[config.mk]
export PLATFORM = sky130hd
export DESIGN_NAME = fpm_mul
export DESIGN_NICKNAME = d
export VERILOG_FILES = /design/src/rtl/fpm_pkg.sv /design/src/rtl/fpm_classify.sv /design/src/rtl/fpm_shift_add.sv /design/src/rtl/fpm_round.sv /design/src/rtl/fpm_mul.sv
export SDC_FILE = /design/constraint.sdc
export NUM_CORES = 1
export LEC_CHECK = 0
export BUFFER_PORTS_ARGS = -buffer_cell sky130_fd_sc_hd__buf_2
export CAP_MARGIN = 30
export CORE_MARGIN = 4
export CORE_UTILIZATION = 41
export CTS_BUF_LIST = sky130_fd_sc_hd__clkbuf_8
export CTS_CLUSTER_DIAMETER = 30
export DETAILED_ROUTE_END_ITERATION = 7
export GPL_ROUTABILITY_DRIVEN = 0
export PLACE_DENSITY_LB_ADDON = 0.25
export SKIP_LAST_GASP = 1
export SLEW_MARGIN = 20
export SYNTH_ARGS = -nofsm -noshare
export SYNTH_HDL_FRONTEND = slang
export SYNTH_SLANG_ARGS = --single-unit
[constraint.sdc]
create_clock -name clk -period 5.8 [get_ports clk]
set_input_delay 0.87 -clock clk [delete_from_list [all_inputs] [get_ports clk]]
set_output_delay 0.87 -clock clk [all_outputs]
set_load 0.03 [all_outputs]
[src/rtl/fpm_pkg.sv]
`timescale 1ns/1ps
package fpm_pkg;

    typedef enum logic [1:0] {
        S_IDLE = 2'd0,
        S_MULT = 2'd1,
        S_NORM = 2'd2,
        S_DONE = 2'd3
    } fpm_state_t;

    typedef enum logic [1:0] {
        RM_NEAR_EVEN = 2'd0,
        RM_ZERO      = 2'd1,
        RM_POS       = 2'd2,
        RM_NEG       = 2'd3
    } fpm_rmode_t;

    typedef struct packed {
        logic invalid;
        logic overflow;
        logic underflow;
        logic inexact;
    } fpm_flags_t;

endpackage

[src/rtl/fpm_classify.sv]
`timescale 1ns/1ps
module fpm_classify #(
    parameter int EXP_W  = 8,
    parameter int FRAC_W = 23
) (
    input  logic [EXP_W+FRAC_W:0] word,
    output logic                  sign,
    output logic [EXP_W-1:0]      expo,
    output logic [FRAC_W-1:0]     frac,
    output logic                  is_zero,
    output logic                  is_inf,
    output logic                  is_nan
);
    localparam logic [EXP_W-1:0] EXP_ALL1 = '1;

    logic exp_max;
    logic frac_nz;

    always_comb begin
        sign    = word[EXP_W+FRAC_W];
        expo    = word[EXP_W+FRAC_W-1:FRAC_W];
        frac    = word[FRAC_W-1:0];
        exp_max = (expo == EXP_ALL1);
        frac_nz = |frac;
        // a zero exponent field is flushed to zero, subnormals included
        is_zero = (expo == '0);
        is_inf  = exp_max && !frac_nz;
        is_nan  = exp_max && frac_nz;
    end
endmodule

[src/rtl/fpm_shift_add.sv]
`timescale 1ns/1ps
module fpm_shift_add #(
    parameter int SIG_W = 24
) (
    input  logic                 clk,
    input  logic                 rst_n,
    input  logic                 load,
    input  logic                 step,
    input  logic [SIG_W-1:0]     mcand,
    input  logic [SIG_W-1:0]     mplier,
    output logic [2*SIG_W-1:0]   product
);
    localparam int PROD_W = 2 * SIG_W;

    logic [PROD_W-1:0] cand_q;
    logic [SIG_W-1:0]  plier_q;
    logic [PROD_W-1:0] acc_q;

    always_ff @(posedge clk or negedge rst_n) begin
        if (!rst_n) begin
            cand_q  <= '0;
            plier_q <= '0;
            acc_q   <= '0;
        end else if (load) begin
            cand_q  <= {{SIG_W{1'b0}}, mcand};
            plier_q <= mplier;
            acc_q   <= '0;
        end else if (step) begin
            if (plier_q[0]) begin
                acc_q <= acc_q + cand_q;
            end
            cand_q  <= cand_q << 1;
            plier_q <= plier_q >> 1;
        end
    end

    assign product = acc_q;
endmodule

[src/rtl/fpm_round.sv]
`timescale 1ns/1ps
module fpm_round
    import fpm_pkg::*;
#(
    parameter int EXP_W  = 8,
    parameter int FRAC_W = 23
) (
    input  logic                       res_sign,
    input  logic [EXP_W-1:0]           exp_a,
    input  logic [EXP_W-1:0]           exp_b,
    input  logic [1:0]                 zero_in,
    input  logic [1:0]                 inf_in,
    input  logic [1:0]                 nan_in,
    input  logic [2*(FRAC_W+1)-1:0]    prod,
    input  logic [1:0]                 rmode,
    output logic [EXP_W+FRAC_W:0]      result,
    output logic [3:0]                 flags
);
    localparam int SIG_W  = FRAC_W + 1;
    localparam int PROD_W = 2 * SIG_W;
    localparam int EXT_W  = EXP_W + 2;
    localparam int BIAS   = (1 << (EXP_W - 1)) - 1;
    localparam int EMAX   = (1 << EXP_W) - 1;
    localparam logic signed [EXT_W-1:0] BIAS_X = EXT_W'(BIAS);
    localparam logic signed [EXT_W-1:0] EMAX_X = EXT_W'(EMAX);
    localparam logic [EXP_W+FRAC_W:0] QNAN =
        {1'b0, {EXP_W{1'b1}}, 1'b1, {(FRAC_W-1){1'b0}}};

    logic signed [EXT_W-1:0] e_pre, e_norm, e_fin;
    logic                    hi;
    logic [SIG_W-1:0]        mant;
    logic                    g_bit, r_bit, s_bit, inexact, inc;
    logic [SIG_W:0]          m_rnd;
    logic                    carry;
    logic [FRAC_W-1:0]       frac_out;
    fpm_flags_t              fl;

    always_comb begin
        e_pre = $signed({2'b00, exp_a}) + $signed({2'b00, exp_b}) - BIAS_X;
        hi    = prod[PROD_W-1];
        if (hi) begin
            mant  = prod[PROD_W-1 -: SIG_W];
            g_bit = prod[PROD_W-1-SIG_W];
            r_bit = prod[PROD_W-2-SIG_W];
            s_bit = |prod[PROD_W-3-SIG_W:0];
        end else begin
            mant  = prod[PROD_W-2 -: SIG_W];
            g_bit = prod[PROD_W-2-SIG_W];
            r_bit = prod[PROD_W-3-SIG_W];
            s_bit = |prod[PROD_W-4-SIG_W:0];
        end
        e_norm  = e_pre + (hi ? EXT_W'(1) : EXT_W'(0));
        inexact = g_bit | r_bit | s_bit;

        unique case (fpm_rmode_t'(rmode))
            RM_NEAR_EVEN: inc = g_bit & (r_bit | s_bit | mant[0]);
            RM_ZERO:      inc = 1'b0;
            RM_POS:       inc = inexact & ~res_sign;
            RM_NEG:       inc = inexact & res_sign;
        endcase

        m_rnd    = {1'b0, mant} + {{SIG_W{1'b0}}, inc};
        carry    = m_rnd[SIG_W];
        frac_out = carry ? m_rnd[SIG_W-1:1] : m_rnd[FRAC_W-1:0];
        e_fin    = e_norm + (carry ? EXT_W'(1) : EXT_W'(0));
    end

    always_comb begin
        fl = '0;
        if (|nan_in) begin
            result = QNAN;
        end else if ((zero_in[0] & inf_in[1]) | (inf_in[0] & zero_in[1])) begin
            result     = QNAN;
            fl.invalid = 1'b1;
        end else if (|inf_in) begin
            result = {res_sign, {EXP_W{1'b1}}, {FRAC_W{1'b0}}};
        end else if (|zero_in) begin
            result = {res_sign, {(EXP_W+FRAC_W){1'b0}}};
        end else if (e_fin >= EMAX_X) begin
            result      = {res_sign, {EXP_W{1'b1}}, {FRAC_W{1'b0}}};
            fl.overflow = 1'b1;
            fl.inexact  = 1'b1;
        end else if (e_fin <= $signed(EXT_W'(0))) begin
            result       = {res_sign, {(EXP_W+FRAC_W){1'b0}}};
            fl.underflow = 1'b1;
            fl.inexact   = 1'b1;
        end else begin
            result     = {res_sign, e_fin[EXP_W-1:0], frac_out};
            fl.inexact = inexact;
        end
        flags = fl;
    end
endmodule

[src/rtl/fpm_mul.sv]
`timescale 1ns/1ps
module fpm_mul
    import fpm_pkg::*;
#(
    parameter int EXP_W  = 8,
    parameter int FRAC_W = 23
) (
    input  logic                  clk,
    input  logic                  rst_n,
    input  logic                  in_valid,
    input  logic [EXP_W+FRAC_W:0] in_a,
    input  logic [EXP_W+FRAC_W:0] in_b,
    input  logic [1:0]            in_rmode,
    output logic                  out_valid,
    output logic [EXP_W+FRAC_W:0] out_result,
    output logic [3:0]            out_flags
);
    localparam int WORD_W = 1 + EXP_W + FRAC_W;
    localparam int SIG_W  = FRAC_W + 1;
    localparam int PROD_W = 2 * SIG_W;
    localparam int CNT_W  = $clog2(SIG_W);
    localparam logic [CNT_W-1:0] LAST_STEP = CNT_W'(SIG_W - 1);
    localparam logic [WORD_W-1:0] QNAN =
        {1'b0, {EXP_W{1'b1}}, 1'b1, {(FRAC_W-1){1'b0}}};

    fpm_state_t        state_q, state_d;
    logic [WORD_W-1:0] op_q [2];
    logic [1:0]        rm_q;
    logic [CNT_W-1:0]  cnt_q;
    logic              load, step, pack;

    logic              sgn_w  [2];
    logic [EXP_W-1:0]  exp_w  [2];
    logic [FRAC_W-1:0] frac_w [2];
    logic [1:0]        zero_w, inf_w, nan_w;

    logic [PROD_W-1:0] prod;
    logic [WORD_W-1:0] rnd_result;
    logic [3:0]        rnd_flags;

    // next-state logic
    always_comb begin
        state_d = state_q;
        unique case (state_q)
            S_IDLE: if (in_valid) state_d = S_MULT;            // accept
            S_MULT: if (cnt_q == LAST_STEP) state_d = S_NORM;  // product_done
            S_NORM: state_d = S_DONE;                          // pack
            S_DONE: state_d = S_IDLE;                          // release
        endcase
    end

    always_ff @(posedge clk or negedge rst_n) begin
        if (!rst_n) state_q <= S_IDLE;
        else        state_q <= state_d;
    end

    // state-decoded controls
    always_comb begin
        load      = (state_q == S_IDLE) && in_valid;
        step      = (state_q == S_MULT);
        pack      = (state_q == S_NORM);
        out_valid = (state_q == S_DONE);
    end

    always_ff @(posedge clk or negedge rst_n) begin
        if (!rst_n) begin
            op_q[0] <= '0;
            op_q[1] <= '0;
            rm_q    <= '0;
            cnt_q   <= '0;
        end else if (load) begin
            op_q[0] <= in_a;
            op_q[1] <= in_b;
            rm_q    <= in_rmode;
            cnt_q   <= '0;
        end else if (step) begin
            cnt_q   <= cnt_q + CNT_W'(1);
        end
    end

    for (genvar gi = 0; gi < 2; gi++) begin : g_cls
        fpm_classify #(.EXP_W(EXP_W), .FRAC_W(FRAC_W)) u_cls (
            .word    (op_q[gi]),
            .sign    (sgn_w[gi]),
            .expo    (exp_w[gi]),
            .frac    (frac_w[gi]),
            .is_zero (zero_w[gi]),
            .is_inf  (inf_w[gi]),
            .is_nan  (nan_w[gi])
        );
    end

    fpm_shift_add #(.SIG_W(SIG_W)) u_mult (
        .clk     (clk),
        .rst_n   (rst_n),
        .load    (load),
        .step    (step),
        .mcand   ({1'b1, (load ? in_a[FRAC_W-1:0] : frac_w[0])}),
        .mplier  ({1'b1, (load ? in_b[FRAC_W-1:0] : frac_w[1])}),
        .product (prod)
    );

    fpm_round #(.EXP_W(EXP_W), .FRAC_W(FRAC_W)) u_round (
        .res_sign (sgn_w[0] ^ sgn_w[1]),
        .exp_a    (exp_w[0]),
        .exp_b    (exp_w[1]),
        .zero_in  (zero_w),
        .inf_in   (inf_w),
        .nan_in   (nan_w),
        .prod     (prod),
        .rmode    (rm_q),
        .result   (rnd_result),
        .flags    (rnd_flags)
    );

    always_ff @(posedge clk or negedge rst_n) begin
        if (!rst_n) begin
            out_result <= '0;
            out_flags  <= '0;
        end else if (pack) begin
            out_result <= rnd_result;
            out_flags  <= rnd_flags;
        end
    end

    AST_DONE_PULSE: assert property (@(posedge clk) disable iff (!rst_n)
        out_valid |=> !out_valid);
    AST_RESULT_HOLD: assert property (@(posedge clk) disable iff (!rst_n)
        (state_q == S_MULT) |=> ($stable(out_result) && $stable(out_flags)));
    AST_BUSY_IGNORE: assert property (@(posedge clk) disable iff (!rst_n)
        (state_q != S_IDLE) |=> ($stable(op_q[0]) && $stable(op_q[1]) && $stable(rm_q)));
    AST_INVALID_NAN: assert property (@(posedge clk) disable iff (!rst_n)
        (out_valid && out_flags[3]) |-> (out_result == QNAN));
    AST_NO_OVF_UNF: assert property (@(posedge clk) disable iff (!rst_n)
        out_valid |-> !(out_flags[2] && out_flags[1]));
    AST_OVF_INF: assert property (@(posedge clk) disable iff (!rst_n)
        (out_valid && out_flags[2]) |-> (out_result[WORD_W-2:0] == {{EXP_W{1'b1}}, {FRAC_W{1'b0}}}));
    AST_UNF_ZERO: assert property (@(posedge clk) disable iff (!rst_n)
        (out_valid && out_flags[1]) |-> (out_result[WORD_W-2:0] == '0));
endmodule

==> run metrics <==
most frequently used flop master after synthesis dfrtp_1; Die Y-Extent 192 um; drc violations 0; register-to-register setup slack 0.36 ns; Sink Count 229; YS warnings 0; wire per inst 17.1 um; Final Slew Violations 0; Mapped Area 13900 um2; fin crit share 93.8%; initial antenna violation count 2; FP Rows 67; initial core utilization 41.5%; Post-Route WL 36900 um; slowest stage delay, CP 0.44 ns; VDD IR-drop max 0.000239 V; gr ovfl total 0; sequential cell area fraction in the yosys report 41.3%; Fin Clk Skew 0.0379 ns; CP arrival 5.87 ns; Seq cells post-synth 229; die area 36900 um2; Worst Path Required 6.23 ns; P_leak 7.60 nW; vias in the first global route 11800; fraction of registers with async set/reset 100%; R2R cell count 25; area leader, netlist dfrtp_1; R2R Path Start u_mult.product[19]$_DFFE_PN0P_; Worst Hold Margin 0.323 ns; outcome completed; Via density 5.49; final core occ 48.7%; f_max 0.184 GHz; synthesized area per cell 8.94 um2; synthesis-to-layout area growth 17.3%; crit end category register; max-cap viol count 0; Final min period 5.44 ns; FF/Latch Area 5730 um2; cts bufs inserted 53; ranking of synthesized cells by area dfrtp_1 (41%), nand2_1 (9.1%), mux2i_1 (6.6%); antenna viol nets, final 0; Synth Instances 1552; EDFF count, synth 0; top-count cell post-synth nand2_1; core footprint 33400 um2; CTS tree yes; Reg2Reg Capture Point out_result[3]$_DFFE_PN0P_; Final Setup Violations 0; GRT Total Usage 20.0%; Distinct cells, synth 88; Hold Crit Class input pin to asynchronous set/reset pin; router iterations before antenna repair 5; DR vias 11800; io pins 106; Tot Pwr 9.38 mW; Syn Nets 1692; root buffer cell clkbuf_8; WS Path Type register to register; DPL Wire Length 25900 um; CTS Buffer Depth 3; CP max-delay cell or4_1; Antenna diodes 0; CTS H-tree depth 2; nets@finish 1796; layout cells sized above 1 16.7%; P per Cell Area 576 nW/um2; IO Port Bufs 105; Final Hold Fails 0; CTS Hold Buffers Added 0; # fillers 3163; largest net degree at the start of global routing 150; first-pass GRT wire length 60300 um; CP max FO 6; Iter 0 DRT Violations 710; Startpoint Class register; chip width 192 um; Slew headroom 34.5%; Clk Latency, worst-skew pair 0.61 ns; top cells by count, synth nand2_1 (337), dfrtp_1 (229), a21oi_1 (105); worst-margin pin slew 0.979 ns; clk slew on worst S/H paths 0.05 ns; multi-input combinational cell area 7790 um2; Synth top area share 41.3%
-- cells in the final DEF, fill, tap and decap left out, types with 13 or more instances in the layout --
cell type / Yosys / layout
buf_4: 0 / 17
nand3_1: 24 / 23
nor2b_1: 13 / 13
nand4_1: 24 / 24
nor2_1: 96 / 96
xor2_1: 35 / 35
nor4_1: 20 / 19
a21o_1: 26 / 26
mux2i_1: 91 / 91
inv_1: 32 / 35
o2bb2ai_1: 21 / 21
nand2_1: 337 / 335
xnor2_1: 38 / 38
buf_2: 3 / 104
ha_1: 68 / 65
clkbuf_8: 0 / 59
a21oi_1: 105 / 104
dfrtp_1: 229 / 228
nor3_1: 25 / 22
o21ai_0: 101 / 101
-- routing by layer --
layer / vias up / wire, um / GRT usage (%)
met5: - / 24 / 0
met1: 5695 / 17100 / 27.2
li1: 5737 / - / -
met4: 4 / 981 / 6.99
met2: 296 / 16900 / 31.9
met3: 61 / 1800 / 4.03
-- worst max path at each step --
stage	startpoint	to	slack, ns	depth (start not counted)
2_1_floorplan	u_mult.product[47]$_DFFE_PN0P_	out_result[11]$_DFFE_PN0P_	0.03	27
3_5_place_dp	u_mult.product[17]$_DFFE_PN0P_	out_result[3]$_DFFE_PN0P_	0.09	25
6_report	u_mult.product[19]$_DFFE_PN0P_	out_result[3]$_DFFE_PN0P_	0.36	25
4_1_cts	u_mult.product[17]$_DFFE_PN0P_	out_result[3]$_DFFE_PN0P_	0.06	25
3_3_place_gp	u_mult.product[17]$_DFFE_PN0P_	out_result[3]$_DFFE_PN0P_	0.24	25
5_1_grt	u_mult.product[0]$_DFFE_PN0P_	out_result[10]$_DFFE_PN0P_	-0.05	26
-- state kept, by name (all words and copies together) (netlist names) --
signal          count
cnt_q               5
op_q               64
out_flags           4
out_result         32
rm_q                2
state_q             2
u_mult.cand_q      48
u_mult.plier_q     24
u_mult.product     48
-- logic make-up (layout without fill, tap and decap cells) --
kind of cell,after synthesis,in the layout,share of synthesized area (%)
flip-flops,229,229,41.3
AO/OA/AOI/OAI,357,357,16.8
XOR/XNOR,75,75,4.84
AND/OR/NAND/NOR,612,613,20.4
adder cells (fa/ha/maj),71,71,6.56
buffers and inverters,113,261,3.22
multiplexers,95,95,6.89
-- worst max-delay path: cells and delay by family (launching register included) --
kind / cells / cell delay [ns]
simple gates: 14 / 2.86
buf+inv: 2 / 0.12
fa+ha+maj: 5 / 1.22
flops: 1 / 0.39
compound gates: 4 / 0.65
-- report_power, final --
part	internal, mW	total (mW)	switching (mW)
Combinational	1.72	4.40	2.68
Clock	1.41	2.25	0.842
Sequential	2.21	2.73	0.521
Total	5.34	9.38	4.04
-- per-stage QoR --
step           cell area, um2  worst slack (ns)  setup TNS [ns]  instances
4_1_cts                 16200            0.0585               0       2143
5_1_grt                 16300           -0.0475          -0.183       2149
2_1_floorplan           13900            0.0275               0       1552
3_3_place_gp            14800             0.237               0       2043
3_5_place_dp            14800            0.0903               0       2043
6_report                16300             0.358               0       2149
-- repair_timing --
item / 4_1_cts / 5_1_grt
endpoints found under the setup margin: 0 / 34
buffers inserted: 0 / 4
gates resized for setup: 0 / 13
-- cell type report --
class | count | share of cell area, %
multi-input cells | 1211 | 47.9
repair buffers | 126 | 4.56
clock buffers | 59 | 4.99
well taps | 448 | 3.44
clock inverters | 41 | 3.15
inverters | 35 | 0.807
flip-flops and latches | 229 | 35.2
(Power assumes the default switching activity.)
